`config.mk`:
```
export PLATFORM = sky130hd
export DESIGN_NAME = nibble_host_port
export DESIGN_NICKNAME = d
export VERILOG_FILES = /design/src/rtl/nhp_pkg.sv /design/src/rtl/nhp_sync.sv /design/src/rtl/nhp_datapath.sv /design/src/rtl/nhp_ctrl.sv /design/src/rtl/nibble_host_port.sv
export SDC_FILE = /design/constraint.sdc
export NUM_CORES = 1
export LEC_CHECK = 0
export BUFFER_PORTS_ARGS = -buffer_cell sky130_fd_sc_hd__buf_2
export CAP_MARGIN = 15
export CELL_PAD_IN_SITES_DETAIL_PLACEMENT = 2
export CELL_PAD_IN_SITES_GLOBAL_PLACEMENT = 2
export CORE_ASPECT_RATIO = 0.9
export CORE_UTILIZATION = 29
export CTS_BUF_LIST = sky130_fd_sc_hd__clkbuf_8
export CTS_CLUSTER_SIZE = 10
export DETAILED_ROUTE_END_ITERATION = 10
export GPL_TIMING_DRIVEN = 0
export MAX_ROUTING_LAYER = met4
export PLACE_DENSITY_LB_ADDON = 0.1
export SLEW_MARGIN = 20
export SYNTH_ARGS = -nofsm -noshare
export SYNTH_HDL_FRONTEND = slang
export SYNTH_HIERARCHICAL = 1
export SYNTH_SLANG_ARGS = --single-unit
```
`constraint.sdc`:
```
create_clock -name clk -period 5.26 [get_ports clk]
set_input_delay 1.052 -clock clk [delete_from_list [all_inputs] [get_ports clk]]
set_output_delay 1.052 -clock clk [all_outputs]
set_load 0.02 [all_outputs]
```
`src/rtl/nhp_pkg.sv`:
```
package nhp_pkg;

  // switch register (register file entry 0) bit positions
  localparam int WE_BIT  = 0;
  localparam int HTO_BIT = 1;

  typedef enum logic [2:0] {
    ST_IDLE,
    ST_DL_WAIT,
    ST_DL_ACK,
    ST_UL_REQ,
    ST_UL_DRV,
    ST_HOLD
  } portState_e;

  // strobes and levels passed from control to datapath
  typedef struct packed {
    logic latchLo;    // capture low nibble
    logic byteDone;   // high nibble present, byte complete
    logic dataWr;     // byte belongs to a data packet
    logic memWr;      // register file write with the held control byte
    logic hiNib;      // upload: present high nibble
    logic replyMode;  // upload source: 1 = memory reply, 0 = receive buffer
  } dpStrobe_t;

endpackage

```
`src/rtl/nhp_sync.sv`:
```
module nhp_sync #(
  parameter int WIDTH = 2,
  parameter int STAGES = 2,
  parameter logic [WIDTH-1:0] RESET_VAL = '1
) (
  input  logic             clk,
  input  logic             rstN,
  input  logic [WIDTH-1:0] din,
  output logic [WIDTH-1:0] dout
);

  for (genvar b = 0; b < WIDTH; b++) begin : g_bit
    logic [STAGES-1:0] chain;
    always_ff @(posedge clk or negedge rstN) begin
      if (!rstN) chain <= {STAGES{RESET_VAL[b]}};
      else       chain <= {chain[STAGES-2:0], din[b]};
    end
    assign dout[b] = chain[STAGES-1];
  end

endmodule

```
`src/rtl/nhp_datapath.sv`:
```
module nhp_datapath
  import nhp_pkg::*;
#(
  parameter int MAX_DATA = 27,
  parameter int IDX_W = 5
) (
  input  logic             clk,
  input  logic             rstN,
  input  logic [3:0]       busIn,
  input  dpStrobe_t        strobe,
  input  logic [IDX_W-1:0] idx,
  output logic [1:0]       ctlType,
  output logic [IDX_W-1:0] asmCount,
  output logic [IDX_W-1:0] rxCount,
  output logic             htoEn,
  output logic [3:0]       busOut,
  input  logic             rxWrEn,
  input  logic [IDX_W-1:0] rxWrAddr,
  input  logic [7:0]       rxWrData,
  output logic             bufWrEn,
  output logic [IDX_W-1:0] bufWrAddr,
  output logic [7:0]       bufWrData
);

  localparam int BUF_DEPTH = MAX_DATA + 1;
  localparam int ADDR_W = 6;               // fixed by the control byte layout
  localparam int REG_COUNT = 1 << ADDR_W;
  localparam int CNT_BITS = 5;             // length field width in the control byte

  logic [3:0] lowNib;
  logic [7:0] asmByte;
  logic [7:0] ctlReg;
  logic [7:0] regs [REG_COUNT];
  logic [7:0] rxBuf [BUF_DEPTH];
  logic [ADDR_W-1:0] memAddr;
  logic [7:0] upByte;

  assign asmByte = {busIn, lowNib};
  assign ctlType = asmByte[7:6];
  assign memAddr = ctlReg[ADDR_W-1:0];
  assign htoEn = regs[0][HTO_BIT];

  function automatic logic [IDX_W-1:0] clampLen(input logic [CNT_BITS-1:0] raw);
    if (int'(raw) > MAX_DATA) return IDX_W'(MAX_DATA);
    return IDX_W'(raw);
  endfunction

  assign asmCount = clampLen(asmByte[CNT_BITS-1:0]);
  assign rxCount  = clampLen(rxBuf[0][CNT_BITS-1:0]);

  // nibble assembly and control byte hold
  always_ff @(posedge clk or negedge rstN) begin
    if (!rstN) begin
      lowNib <= '0;
      ctlReg <= '0;
    end else begin
      if (strobe.latchLo) lowNib <= busIn;
      if (strobe.byteDone && idx == '0) ctlReg <= asmByte;
    end
  end

  // packet buffer write port, registered
  always_ff @(posedge clk or negedge rstN) begin
    if (!rstN) begin
      bufWrEn   <= 1'b0;
      bufWrAddr <= '0;
      bufWrData <= '0;
    end else begin
      bufWrEn <= strobe.byteDone && strobe.dataWr;
      if (strobe.byteDone) begin
        bufWrAddr <= idx;
        bufWrData <= asmByte;
      end
    end
  end

  // register file with guarded writes
  always_ff @(posedge clk or negedge rstN) begin
    if (!rstN) begin
      for (int i = 0; i < REG_COUNT; i++) regs[i] <= '0;
    end else if (strobe.memWr) begin
      if (memAddr == '0) begin
        regs[0] <= asmByte;
      end else if (regs[0][WE_BIT]) begin
        regs[memAddr] <= asmByte;
        regs[0][WE_BIT] <= 1'b0;
      end
    end
  end

  // receive buffer loaded by the radio side
  always_ff @(posedge clk or negedge rstN) begin
    if (!rstN) begin
      for (int i = 0; i < BUF_DEPTH; i++) rxBuf[i] <= '0;
    end else if (rxWrEn && int'(rxWrAddr) < BUF_DEPTH) begin
      rxBuf[rxWrAddr] <= rxWrData;
    end
  end

  // upload byte and nibble selection
  always_comb begin
    if (strobe.replyMode) upByte = (idx == '0) ? ctlReg : regs[memAddr];
    else                  upByte = rxBuf[idx];
    busOut = strobe.hiNib ? upByte[7:4] : upByte[3:0];
  end

  AST_WE_SELF_CLEAR: assert property (@(posedge clk) disable iff (!rstN)
    (strobe.memWr && memAddr != '0) |=> !regs[0][WE_BIT]) else $error("we not cleared");

  AST_SWITCH_WRITE: assert property (@(posedge clk) disable iff (!rstN)
    (strobe.memWr && memAddr == '0) |=> (regs[0] == $past(asmByte))) else $error("switch write lost");

endmodule

```
`src/rtl/nhp_ctrl.sv`:
```
module nhp_ctrl
  import nhp_pkg::*;
#(
  parameter int IDX_W = 5,
  parameter int TIMEOUT_TICKS = 2900,
  parameter int CNT_W = 12
) (
  input  logic             clk,
  input  logic             rstN,
  input  logic             txReqS,
  input  logic             rxAckS,
  input  logic             msTick,
  input  logic             htoEn,
  input  logic [1:0]       ctlType,
  input  logic [IDX_W-1:0] asmCount,
  input  logic [IDX_W-1:0] rxCount,
  input  logic             rxCommit,
  output dpStrobe_t        strobe,
  output logic [IDX_W-1:0] idx,
  output logic             txAckN,
  output logic             rxReqN,
  output logic             busOe,
  output logic             pktDone
);

  portState_e state, stateN;
  logic [IDX_W-1:0] idxN, lastIdx, lastN, lastB;
  logic hiNib, hiNibN, dataMode, dataN, replyMode, replyN;
  logic oeN, pktDoneN, clearPend, rxPending;
  logic isFirst, isData, isRead;
  logic tmoActive, tmoHit;
  logic [CNT_W-1:0] tmoCnt, tmoN;

  assign txAckN = (state != ST_DL_ACK);
  assign rxReqN = (state != ST_UL_REQ);

  always_comb begin
    stateN = state;
    idxN = idx;
    lastN = lastIdx;
    hiNibN = hiNib;
    dataN = dataMode;
    replyN = replyMode;
    oeN = busOe;
    pktDoneN = 1'b0;
    clearPend = 1'b0;
    strobe = '0;
    strobe.hiNib = hiNib;
    strobe.replyMode = replyMode;

    isFirst = (idx == '0);
    isData = dataMode;
    lastB = lastIdx;
    if (isFirst) begin
      isData = !ctlType[1];
      lastB = ctlType[1] ? (ctlType[0] ? IDX_W'(1) : '0) : asmCount;
    end
    isRead = isFirst && ctlType[1] && !ctlType[0];

    unique case (state)
      ST_IDLE: begin
        if (rxPending) begin
          stateN = ST_UL_REQ;
          idxN = '0;
          hiNibN = 1'b0;
          replyN = 1'b0;
          lastN = rxCount;
        end else if (!txReqS) begin
          stateN = ST_DL_ACK;
          idxN = '0;
          hiNibN = 1'b0;
        end
      end
      ST_DL_WAIT: begin
        if (!txReqS) stateN = ST_DL_ACK;
      end
      ST_DL_ACK: begin
        if (txReqS) begin
          if (!hiNib) begin
            strobe.latchLo = 1'b1;
            hiNibN = 1'b1;
            stateN = ST_DL_WAIT;
          end else begin
            strobe.byteDone = 1'b1;
            strobe.dataWr = isData;
            hiNibN = 1'b0;
            dataN = isData;
            lastN = lastB;
            if (idx == lastB) begin
              if (isRead) begin
                stateN = ST_UL_REQ;
                idxN = '0;
                replyN = 1'b1;
                lastN = IDX_W'(1);
              end else begin
                stateN = ST_IDLE;
                pktDoneN = isData;
                strobe.memWr = !isData;
              end
            end else begin
              idxN = idx + 1'b1;
              stateN = ST_DL_WAIT;
            end
          end
        end
      end
      ST_UL_REQ: begin
        if (!rxAckS) begin
          stateN = ST_UL_DRV;
          oeN = 1'b1;
        end
      end
      ST_UL_DRV: begin
        if (rxAckS) begin
          if (!hiNib) begin
            hiNibN = 1'b1;
            stateN = ST_UL_REQ;
          end else begin
            hiNibN = 1'b0;
            if (idx == lastIdx) begin
              stateN = ST_IDLE;
              oeN = 1'b0;
              clearPend = !replyMode;
            end else begin
              idxN = idx + 1'b1;
              stateN = ST_UL_REQ;
            end
          end
        end
      end
      ST_HOLD: begin
        if (txReqS && rxAckS) stateN = ST_IDLE;
      end
      default: stateN = ST_IDLE;
    endcase

    // host timeout: only while a transfer waits on the host
    tmoActive = htoEn && state != ST_IDLE && state != ST_HOLD;
    tmoHit = tmoActive && msTick && tmoCnt == CNT_W'(TIMEOUT_TICKS - 1) && stateN == state;
    if (tmoHit) begin
      stateN = ST_HOLD;
      oeN = 1'b0;
      clearPend = 1'b1;
      hiNibN = 1'b0;
      pktDoneN = 1'b0;
      strobe.latchLo = 1'b0;
      strobe.byteDone = 1'b0;
      strobe.dataWr = 1'b0;
      strobe.memWr = 1'b0;
    end

    if (!tmoActive || stateN != state) tmoN = '0;
    else if (msTick)                   tmoN = tmoCnt + 1'b1;
    else                               tmoN = tmoCnt;
  end

  always_ff @(posedge clk or negedge rstN) begin
    if (!rstN) begin
      state <= ST_IDLE;
      idx <= '0;
      lastIdx <= '0;
      hiNib <= 1'b0;
      dataMode <= 1'b0;
      replyMode <= 1'b0;
      busOe <= 1'b0;
      pktDone <= 1'b0;
      rxPending <= 1'b0;
      tmoCnt <= '0;
    end else begin
      state <= stateN;
      idx <= idxN;
      lastIdx <= lastN;
      hiNib <= hiNibN;
      dataMode <= dataN;
      replyMode <= replyN;
      busOe <= oeN;
      pktDone <= pktDoneN;
      tmoCnt <= tmoN;
      if (rxCommit)       rxPending <= 1'b1;
      else if (clearPend) rxPending <= 1'b0;
    end
  end

  AST_GRANT_NEEDS_REQ: assert property (@(posedge clk) disable iff (!rstN)
    $fell(txAckN) |-> $past(!txReqS)) else $error("accept without request");

  AST_RX_BEFORE_TX: assert property (@(posedge clk) disable iff (!rstN)
    ($fell(txAckN) && $past(state == ST_IDLE)) |-> !$past(rxPending)) else $error("download granted over pending packet");

  AST_DRIVE_IN_UPLOAD: assert property (@(posedge clk) disable iff (!rstN)
    (state == ST_UL_DRV) |-> busOe) else $error("bus not driven");

  AST_QUIET_OUTSIDE_UPLOAD: assert property (@(posedge clk) disable iff (!rstN)
    (state == ST_IDLE || state == ST_DL_WAIT || state == ST_DL_ACK || state == ST_HOLD) |-> !busOe) else $error("bus driven outside upload");

  AST_TMO_BOUND: assert property (@(posedge clk) disable iff (!rstN)
    int'(tmoCnt) < TIMEOUT_TICKS) else $error("timeout counter overran");

  AST_HOLD_RELEASES: assert property (@(posedge clk) disable iff (!rstN)
    (state == ST_HOLD) |-> (txAckN && rxReqN && !busOe)) else $error("lines held after abort");

endmodule

```
`src/rtl/nibble_host_port.sv`:
```
module nibble_host_port
  import nhp_pkg::*;
#(
  parameter int MAX_DATA = 27,
  parameter int TIMEOUT_TICKS = 2900,
  localparam int IDX_W = $clog2(MAX_DATA + 1),
  localparam int CNT_W = $clog2(TIMEOUT_TICKS + 1)
) (
  input  logic             clk,
  input  logic             rstN,
  input  logic             msTick,
  input  logic             txReqN,
  output logic             txAckN,
  output logic             rxReqN,
  input  logic             rxAckN,
  input  logic [3:0]       busIn,
  output logic [3:0]       busOut,
  output logic             busOe,
  input  logic             rxWrEn,
  input  logic [IDX_W-1:0] rxWrAddr,
  input  logic [7:0]       rxWrData,
  input  logic             rxCommit,
  output logic             bufWrEn,
  output logic [IDX_W-1:0] bufWrAddr,
  output logic [7:0]       bufWrData,
  output logic             pktDone
);

  logic [1:0] hsSync;
  dpStrobe_t strobe;
  logic [IDX_W-1:0] idx, asmCount, rxCount;
  logic [1:0] ctlType;
  logic htoEn;

  nhp_sync #(.WIDTH(2), .STAGES(2), .RESET_VAL(2'b11)) u_sync (
    .clk(clk), .rstN(rstN), .din({txReqN, rxAckN}), .dout(hsSync)
  );

  nhp_ctrl #(.IDX_W(IDX_W), .TIMEOUT_TICKS(TIMEOUT_TICKS), .CNT_W(CNT_W)) u_ctrl (
    .clk(clk), .rstN(rstN), .txReqS(hsSync[1]), .rxAckS(hsSync[0]),
    .msTick(msTick), .htoEn(htoEn), .ctlType(ctlType), .asmCount(asmCount),
    .rxCount(rxCount), .rxCommit(rxCommit), .strobe(strobe), .idx(idx),
    .txAckN(txAckN), .rxReqN(rxReqN), .busOe(busOe), .pktDone(pktDone)
  );

  nhp_datapath #(.MAX_DATA(MAX_DATA), .IDX_W(IDX_W)) u_dp (
    .clk(clk), .rstN(rstN), .busIn(busIn), .strobe(strobe), .idx(idx),
    .ctlType(ctlType), .asmCount(asmCount), .rxCount(rxCount), .htoEn(htoEn),
    .busOut(busOut), .rxWrEn(rxWrEn), .rxWrAddr(rxWrAddr), .rxWrData(rxWrData),
    .bufWrEn(bufWrEn), .bufWrAddr(bufWrAddr), .bufWrData(bufWrData)
  );

endmodule

```
==> qor.log, run 1 <==
qor: synth.syn-cell-area 37200 sq um
qor: finish.layout.cells.most_common_list sky130_fd_sc_hd__dfrtp_1 (788), sky130_fd_sc_hd__mux2_2 (744), sky130_fd_sc_hd__clkbuf_8 (193), sky130_fd_sc_hd__nand2_1 (144), sky130_fd_sc_hd__clkbuf_1 (105)
qor: floorplanning.die_w 379 um
qor: drt.ant_nets 0
qor: grt.vias_in_the_first_global_route 29300
qor: clock_tree.tritoncts_num_sinks 797
qor: clock_tree.cts_tree done
qor: worst_setup_path.timing.critical_path.from_type flip-flop
qor: synth.post_synth_and_or_nand_nor_area_fraction 6.32%
qor: worst_setup_path.endpoint_kind output pin
qor: floorplanning.fp.dieH 342 um
qor: grt.grt_pass1_wl 234 mm
qor: synth.postSynthRegisterBits 797
qor: sta.unrepaired_setup_endpoints_after_global_routing false
qor: synth.syn-mean-instance-area 13.2 sq um
qor: placed_design.place_inst 4560
qor: placed_design.gp_congestion 0.889
qor: run_status.run_status finished clean
qor: clock_tree.worst_skew_pair.late_latency 0.87 ns
qor: grt.antenna_found_initial 20
qor: worst_hold_path.min-delay-path-class in -> async
qor: worst_setup_path.crit-reg2reg-capture u_dp/regs[290]
qor: drt.wl_per_cell 34.1 um
qor: placed_design.place.port_buffers 31
qor: synth.synth_mux_area_share 28.5%
qor: clock_tree.h-tree-depth 4
qor: synth.share_of_async_settable_or_async_resettable_flops_after_synthesis 100%
qor: finish.final_cell_count_no_fill 4876
qor: floorplanning.effective_utilization_at_floorplan 29.2%
qor: synth.synthCells 2816
qor: clock_tree.hold_buffers 0
qor: clock_tree.clk_pin_slew 0.06 ns
qor: sta.fin_crit 5.23 ns
qor: synth.yosys.area_share.adder 0.101%
qor: drt.avgViaCountPerCell 5.50
qor: drt.drt_pre_antenna_iters 5
qor: sta.period_share 99.4%
qor: sta.fin_worst_skew 0.0360 ns
qor: drt.drt_first_iter_violations 2161
qor: synth.synthesized_net_count 2843
qor: finish.layout-drive-gt1-share 42.8%
qor: worst_setup_path.worstPathArrival 4.18 ns
qor: sta.finalWorstSetupSlack 0.0301 ns
qor: placed_design.hpwl 114 mm
qor: floorplanning.dieArea 130000 sq um
qor: grt.grt_max_degree 136
qor: finish.layout-area-overhead-vs-synth 19.1%
qor: finish.finish.net_count 3077
qor: sta.slew_headroom 18.5%
qor: job.cap_violations 0
qor: sta.clock.fmax 191 MHz
qor: floorplanning.ios 46
qor: synth.warning_count_from_the_yosys_run 6
qor: sta.final_hold_viol_count 0
qor: worst_setup_path.worst_path_maximum_fanout 10
qor: finish.mostFrequentLayoutCell sky130_fd_sc_hd__dfrtp_1
qor: worst_setup_path.timing.reg2reg.setup_slack 0.14 ns
qor: synth.synthDistinctLibCells 86
qor: sta.slew_violations 0
qor: drt.drc_violation_count_after_routing 0
qor: floorplanning.core_area 127000 sq um
qor: worst_setup_path.reg2reg_from u_dp/lowNib[2]
qor: grt.globalRoute.totalOverflow 0
qor: power.static-leakage-power 0.0199 uW
qor: finish.utilization 34.8%
qor: clock_tree.clockRootBuffer sky130_fd_sc_hd__clkbuf_8
qor: synth.number_of_synthesized_flops_with_an_enable_pin 0
qor: power.ir_drop 0.240 mV
qor: synth.ys.flop_type sky130_fd_sc_hd__dfrtp_1
qor: drt.drt-total-wl 166 mm
qor: synth.ys_seq_area_share 53.7%
qor: sta.tightest_slew 1.22 ns
qor: synth.synth-compound-area-share 8.04%
qor: clock_tree.cts_buffer_depth 3
qor: synth.yosys.area_share.xor_xnor 0.424%
qor: worst_setup_path.reg2regPathDepth 14
qor: floorplanning.rows 124
qor: placed_design.place_worst_setup_slack -1.63 ns
qor: drt.num_vias 26800
qor: power.total_power_divided_by_cell_area 447 nW/um^2
qor: synth.combinational_family_with_the_most_area_after_synthesis multiplexers
qor: grt.grt.total_usage 26.7%
qor: worst_setup_path.critPathRequiredTime 4.21 ns
qor: sta.setup_viol_count_final 0
qor: clock_tree.cts-buffers-inserted 154
qor: worst_setup_path.criticalPathCategory reg -> out
-- power by group --
group	switching [uW]	internal [uW]
Clock	2850	3390
Combinational	4560	1930
Sequential	412	6610
-- per-layer routing --
metal / vias up / share of wire [%] / global-route usage [%]
met5: - / 0 / -
met3: 251 / 5.5 / 4.73
met2: 818 / 44 / 38.6
li1: 10900 / - / -
met4: 0 / 2.6 / 7.79
met1: 14800 / 48 / 38.0
-- registers in the layout (all words and copies together) (netlist names), 4 cells and up --
register and cells:
u_ctrl/idx 5, u_ctrl/lastIdx 5, u_ctrl/tmoCnt 12, u_dp/bufWrAddr 5, u_dp/bufWrData 8, u_dp/ctlReg 8, u_dp/lowNib 4, u_dp/regs 511
u_dp/rxBuf 224, u_sync/g_bit.chain 4
-- cell usage after synthesis (6+ instances only) --
library cell / n / area [sq um]
sky130_fd_sc_hd__nor2b_1: 9 / 56.3
sky130_fd_sc_hd__or3_1: 8 / 50.1
sky130_fd_sc_hd__nand3b_1: 8 / 60.1
sky130_fd_sc_hd__a21oi_1: 59 / 295
sky130_fd_sc_hd__a31oi_1: 26 / 163
sky130_fd_sc_hd__buf_2: 37 / 185
sky130_fd_sc_hd__nand2_2: 8 / 50.1
sky130_fd_sc_hd__buf_1: 17 / 63.8
sky130_fd_sc_hd__mux2i_1: 81 / 811
sky130_fd_sc_hd__inv_1: 18 / 67.6
sky130_fd_sc_hd__nor2_2: 25 / 156
sky130_fd_sc_hd__nand3_1: 29 / 145
sky130_fd_sc_hd__o22ai_1: 17 / 106
sky130_fd_sc_hd__nand2_1: 159 / 597
sky130_fd_sc_hd__mux2_2: 744 / 8380
sky130_fd_sc_hd__nand2b_1: 15 / 93.8
sky130_fd_sc_hd__o21ai_0: 71 / 355
sky130_fd_sc_hd__nor3_2: 11 / 110
sky130_fd_sc_hd__a221o_1: 18 / 180
sky130_fd_sc_hd__a211oi_1: 10 / 75.1
sky130_fd_sc_hd__nand4_1: 20 / 125
sky130_fd_sc_hd__o21ai_1: 10 / 50.1
sky130_fd_sc_hd__nor2_1: 74 / 278
sky130_fd_sc_hd__a221oi_1: 29 / 254
sky130_fd_sc_hd__mux2_1: 12 / 135
sky130_fd_sc_hd__nor4_1: 8 / 50.1
sky130_fd_sc_hd__xnor2_1: 8 / 70.1
sky130_fd_sc_hd__o211ai_1: 7 / 52.6
sky130_fd_sc_hd__a22o_1: 10 / 87.6
sky130_fd_sc_hd__buf_4: 19 / 143
sky130_fd_sc_hd__xor2_1: 10 / 87.6
sky130_fd_sc_hd__buf_6: 8 / 90.1
sky130_fd_sc_hd__dfrtp_1: 793 / 19800
sky130_fd_sc_hd__a22oi_1: 104 / 781
sky130_fd_sc_hd__a41oi_1: 10 / 87.6
sky130_fd_sc_hd__nor3b_1: 9 / 67.6
sky130_fd_sc_hd__mux4_2: 56 / 1260
sky130_fd_sc_hd__and2_1: 6 / 37.5
sky130_fd_sc_hd__clkbuf_1: 132 / 495
sky130_fd_sc_hd__nor3_1: 12 / 60.1
-- metrics by stage --
stage          setup TNS, ns  instance area [sq um]  hold slack (ns)  power [uW]
3_3_place_gp               -                  39400            0.348       12900
5_1_grt                    0                  44200            0.166       20400
2_1_floorplan              0                  37200            0.345        9930
6_report                   0                  44200            0.174       19800
4_1_cts               -0.824                  44100            0.135       19800
3_5_place_dp         -594.97                  39700            0.352       13000
-- worst max-delay path by stage --
stage / from / to / slack (ns) / depth (start not counted)
CTS: u_dp/lowNib[0] / u_dp/regs[303] / -0.10 / 14
floorplan: busIn[3] / u_dp/regs[120] / 0.32 / 13
global placement: rstN / u_dp/regs[132] / -14.42 / 1
finish: u_dp/ctlReg[0] / busOut[1] / 0.03 / 11
global route: u_dp/ctlReg[1] / busOut[0] / 0.004 / 11
detailed placement: busIn[0] / u_dp/regs[321] / -1.63 / 14
-- area by class of cell --
cell class              instances  area, sq um
fillers                     13000        82800
multi-input cells            1781        16800
repair buffers                 83          847
clock buffers                 190         2620
inverters                      25         93.8
well taps                    1701         2130
diodes                         14         35.0
plain buffers                 208         1360
clock inverters                77          422
flip-flops and latches        797        20000
-- cell families (layout without fill, tap and decap cells) --
| family | Yosys count | count (layout) |
|---|---|---|
| fa+ha+maj | 3 | 3 |
| xor+xnor | 18 | 18 |
| other cells | 0 | 14 |
| compound gates | 424 | 424 |
| flops | 797 | 797 |
| buf+inv | 238 | 583 |
| mux | 894 | 894 |
| simple gates | 442 | 442 |
-- worst max-delay path: stages, from the launching register on --
cell and delay [ns]:
sky130_fd_sc_hd__dfrtp_1 0.35, sky130_fd_sc_hd__buf_2 0.25, sky130_fd_sc_hd__and3b_1 0.19, sky130_fd_sc_hd__clkbuf_1 0.31, sky130_fd_sc_hd__buf_6 0.31, sky130_fd_sc_hd__buf_4 0.38
sky130_fd_sc_hd__a22oi_1 0.19, sky130_fd_sc_hd__a41oi_4 0.36, sky130_fd_sc_hd__nor3_1 0.18, sky130_fd_sc_hd__a31oi_4 0.29, sky130_fd_sc_hd__o32a_1 0.27, sky130_fd_sc_hd__buf_2 0.20
-- what timing repair did --
action	CTS	global route
pin swaps	30	7
resized for setup	221	38
endpoints found under the hold margin	0	0
setup buffers	39	1
setup endpoints to repair	508	495
Power figures use the tool's default switching activity.
==> inputs of run 2 (changes only) <==
- RECOVER_POWER: not set -> 100
==> run 2 against run 1 <==
Compared with the run above: the flow now finishes with violations (capacitance limit, slew limit, setup timing); critical path depth shrank 1; combinational power is essentially flat; sequential cell count is the same; worst hold slack gained 0.12 ns; register-to-register slack gained 0.02 ns; largest power group unchanged; setup slack lost 0.044 ns; sequential power is essentially flat; cell count is essentially flat; global-route usage is the same; critical endpoint unchanged; maximum frequency shrank 0.84%; sequential share of layout area grew 0.33 points; total power shrank 0.18%.
==> qor.log, run 2 (same netlist as run 1, synthesis figures left out) <==
qor: floorplanning.die_w 379 um
qor: worst_setup_path.critPathRequiredTime 4.21 ns
qor: sta.slew_headroom -113%
qor: finish.layout-drive-gt1-share 41.2%
qor: drt.drt_first_iter_violations 2161
qor: finish.finish.net_count 3077
qor: power.power.total 19700 uW
qor: run_status.run_status finished, violations left
qor: placed_design.gp_congestion 0.889
qor: placed_design.place_worst_setup_slack -1.63 ns
qor: grt.grt_max_degree 136
qor: sta.finalWorstSetupSlack -0.0140 ns
qor: floorplanning.effective_utilization_at_floorplan 29.2%
qor: grt.globalRoute.totalOverflow 0
qor: sta.fin_crit 5.27 ns
qor: grt.grt.total_usage 26.7%
qor: power.ir_drop 0.232 mV
qor: floorplanning.dieArea 130000 sq um
qor: clock_tree.worst_skew_pair.late_latency 0.87 ns
qor: sta.setup_viol_count_final 1
qor: finish.top_regs u_dp/regs (511), u_dp/rxBuf (224), u_ctrl/tmoCnt (12)
qor: sta.clock.fmax 190 MHz
qor: finish.mostFrequentLayoutCell sky130_fd_sc_hd__dfrtp_1
qor: drt.num_vias 26800
qor: finish.max_reg_flops 511
qor: floorplanning.core_area 127000 sq um
qor: clock_tree.cts_tree done
qor: floorplanning.fp.dieH 342 um
qor: worst_setup_path.timing.critical_path.from_type flip-flop
qor: run_status.failing_checks capacitance limit, slew limit, setup timing
qor: drt.drc_violation_count_after_routing 0
qor: grt.antenna_found_initial 20
qor: worst_hold_path.min-delay-path-class in -> reg
qor: power.total_power_divided_by_cell_area 449 nW/um^2
qor: drt.ant_nets 0
qor: clock_tree.cts-buffers-inserted 154
qor: clock_tree.clockRootBuffer sky130_fd_sc_hd__clkbuf_8
qor: grt.grt_pass1_wl 234 mm
qor: worst_setup_path.critical_path.slowest_cell sky130_fd_sc_hd__dfrtp_2
qor: drt.drt-total-wl 166 mm
qor: worst_setup_path.endpoint_kind output pin
qor: clock_tree.clk_pin_slew 0.06 ns
qor: worst_setup_path.criticalPathCategory reg -> out
qor: drt.avgViaCountPerCell 5.50
qor: worst_setup_path.crit_path_cell_trace buf_6 -> nor3b_4 -> buf_4 -> buf_4 -> a22oi_1 -> a41oi_4 -> nor3_1 -> a31oi_4 -> o32a_1 -> buf_2
qor: sta.hold_slack 0.290 ns
qor: finish.fillerInstances 13000
qor: sta.slew_violations 172
qor: finish.utilization 34.6%
qor: placed_design.place.port_buffers 31
qor: worst_setup_path.most_used_cell_cp sky130_fd_sc_hd__buf_4
qor: placed_design.hpwl 114 mm
qor: power.static-leakage-power 0.0197 uW
qor: clock_tree.cts_buffer_depth 3
qor: drt.wl_per_cell 34.1 um
qor: sta.unrepaired_setup_endpoints_after_global_routing false
qor: floorplanning.rows 124
qor: worst_setup_path.worst_path_maximum_fanout 10
qor: worst_setup_path.worstPathArrival 4.22 ns
qor: worst_setup_path.crit_path_max_incr_delay 0.43 ns
qor: drt.drt_pre_antenna_iters 6
qor: clock_tree.tritoncts_num_sinks 797
qor: sta.period_share 100%
qor: grt.vias_in_the_first_global_route 29300
qor: floorplanning.ios 46
qor: clock_tree.hold_buffers 0
qor: sta.final_hold_viol_count 0
qor: sta.tightest_slew 3.19 ns
qor: clock_tree.h-tree-depth 4
qor: sta.setup_tns -0.0140 ns
qor: job.cap_violations 2
qor: sta.fin_worst_skew 0.0373 ns
qor: finish.layout-area-overhead-vs-synth 18.2%
qor: finish.layout.cells.most_common_list sky130_fd_sc_hd__dfrtp_1 (788), sky130_fd_sc_hd__mux2_2 (740), sky130_fd_sc_hd__clkbuf_8 (193), sky130_fd_sc_hd__nand2_1 (150), sky130_fd_sc_hd__clkbuf_1 (126)
qor: finish.most_flop_heavy_register u_dp/regs
==> run 2: changes by cell type in the layout (fill, tap and decap cells not counted), sizes merged <==
cell | previous run | this run
buf | 160 | 123
diode | 14 | 18
clkbuf | 321 | 357
bufbuf | 0 | 1
==> run 2: what timing repair did <==
action	4_1_cts	5_1_grt
endpoints found under the setup margin	508	495
resized for setup	221	38
gates cloned	0	0
buffers inserted	39	1
pin swaps	30	7
==> run 2: final timing paths <==
check                      cells past startpoint  slack [ns]                       end                startpoint
setup reg to reg                              14        0.16            u_dp/regs[290]            u_dp/lowNib[2]
hold / removal                                 1        0.29  u_sync/g_bit[0].chain[0]                    rxAckN
setup / recovery                              10       -0.01                 busOut[1]            u_dp/ctlReg[2]
hold reg to reg                                0        0.36  u_sync/g_bit[1].chain[1]  u_sync/g_bit[1].chain[0]
max in group asynchronous                      2        0.87             u_ctrl/idx[0]                      rstN
min in group asynchronous                      1        1.21            u_dp/rxBuf[42]                      rstN
==> run 2: report_power, final <==
group / switching, uW / internal [uW]
Combinational: 4550 / 1900
Sequential: 408 / 6610
Clock: 2860 / 3390
Total: 7820 / 11900
==> run 2: through the flow <==
| stage | area (sq um) | instances |
|---|---|---|
| 6_report | 43900 | 4880 |
| 5_1_grt | 43900 | 4872 |
| 4_1_cts | 44100 | 4861 |
| 3_5_place_dp | 39700 | 4560 |
| 3_3_place_gp | 39400 | 4548 |
| 2_1_floorplan | 37200 | 2816 |
==> run 2: cell type report <==
type / count / area (sq um) / area share [%]
diodes: 18 / 45.0 / 0.103
plain buffers: 208 / 1350 / 3.07
clock buffers: 190 / 2620 / 5.95
clock inverters: 77 / 422 / 0.960
inverters: 25 / 93.8 / 0.214
multi-input cells: 1781 / 16600 / 37.9
flip-flops and latches: 797 / 20000 / 45.4
well taps: 1701 / 2130 / 4.85
repair buffers: 83 / 686 / 1.56
==> run 2: worst max-delay path, delay by kind of cell (launching register included) <==
| kind | cells | cell delay [ns] |
|---|---|---|
| AND/OR/NAND/NOR | 2 | 0.58 |
| buffers and inverters | 4 | 1.18 |
| flip-flops | 1 | 0.43 |
| AO/OA/AOI/OAI | 4 | 1.14 |
==> run 2: metal layers <==
metal | wire, um | GRT usage [%] | up-vias | part of all wire, %
met4 | 4350 | 7.79 | 0 | 2.6
met2 | 73400 | 38.6 | 831 | 44
met3 | 8930 | 4.73 | 254 | 5.4
met5 | 0 | - | - | 0
met1 | 79700 | 38.0 | 14800 | 48
li1 | - | - | 11000 | -
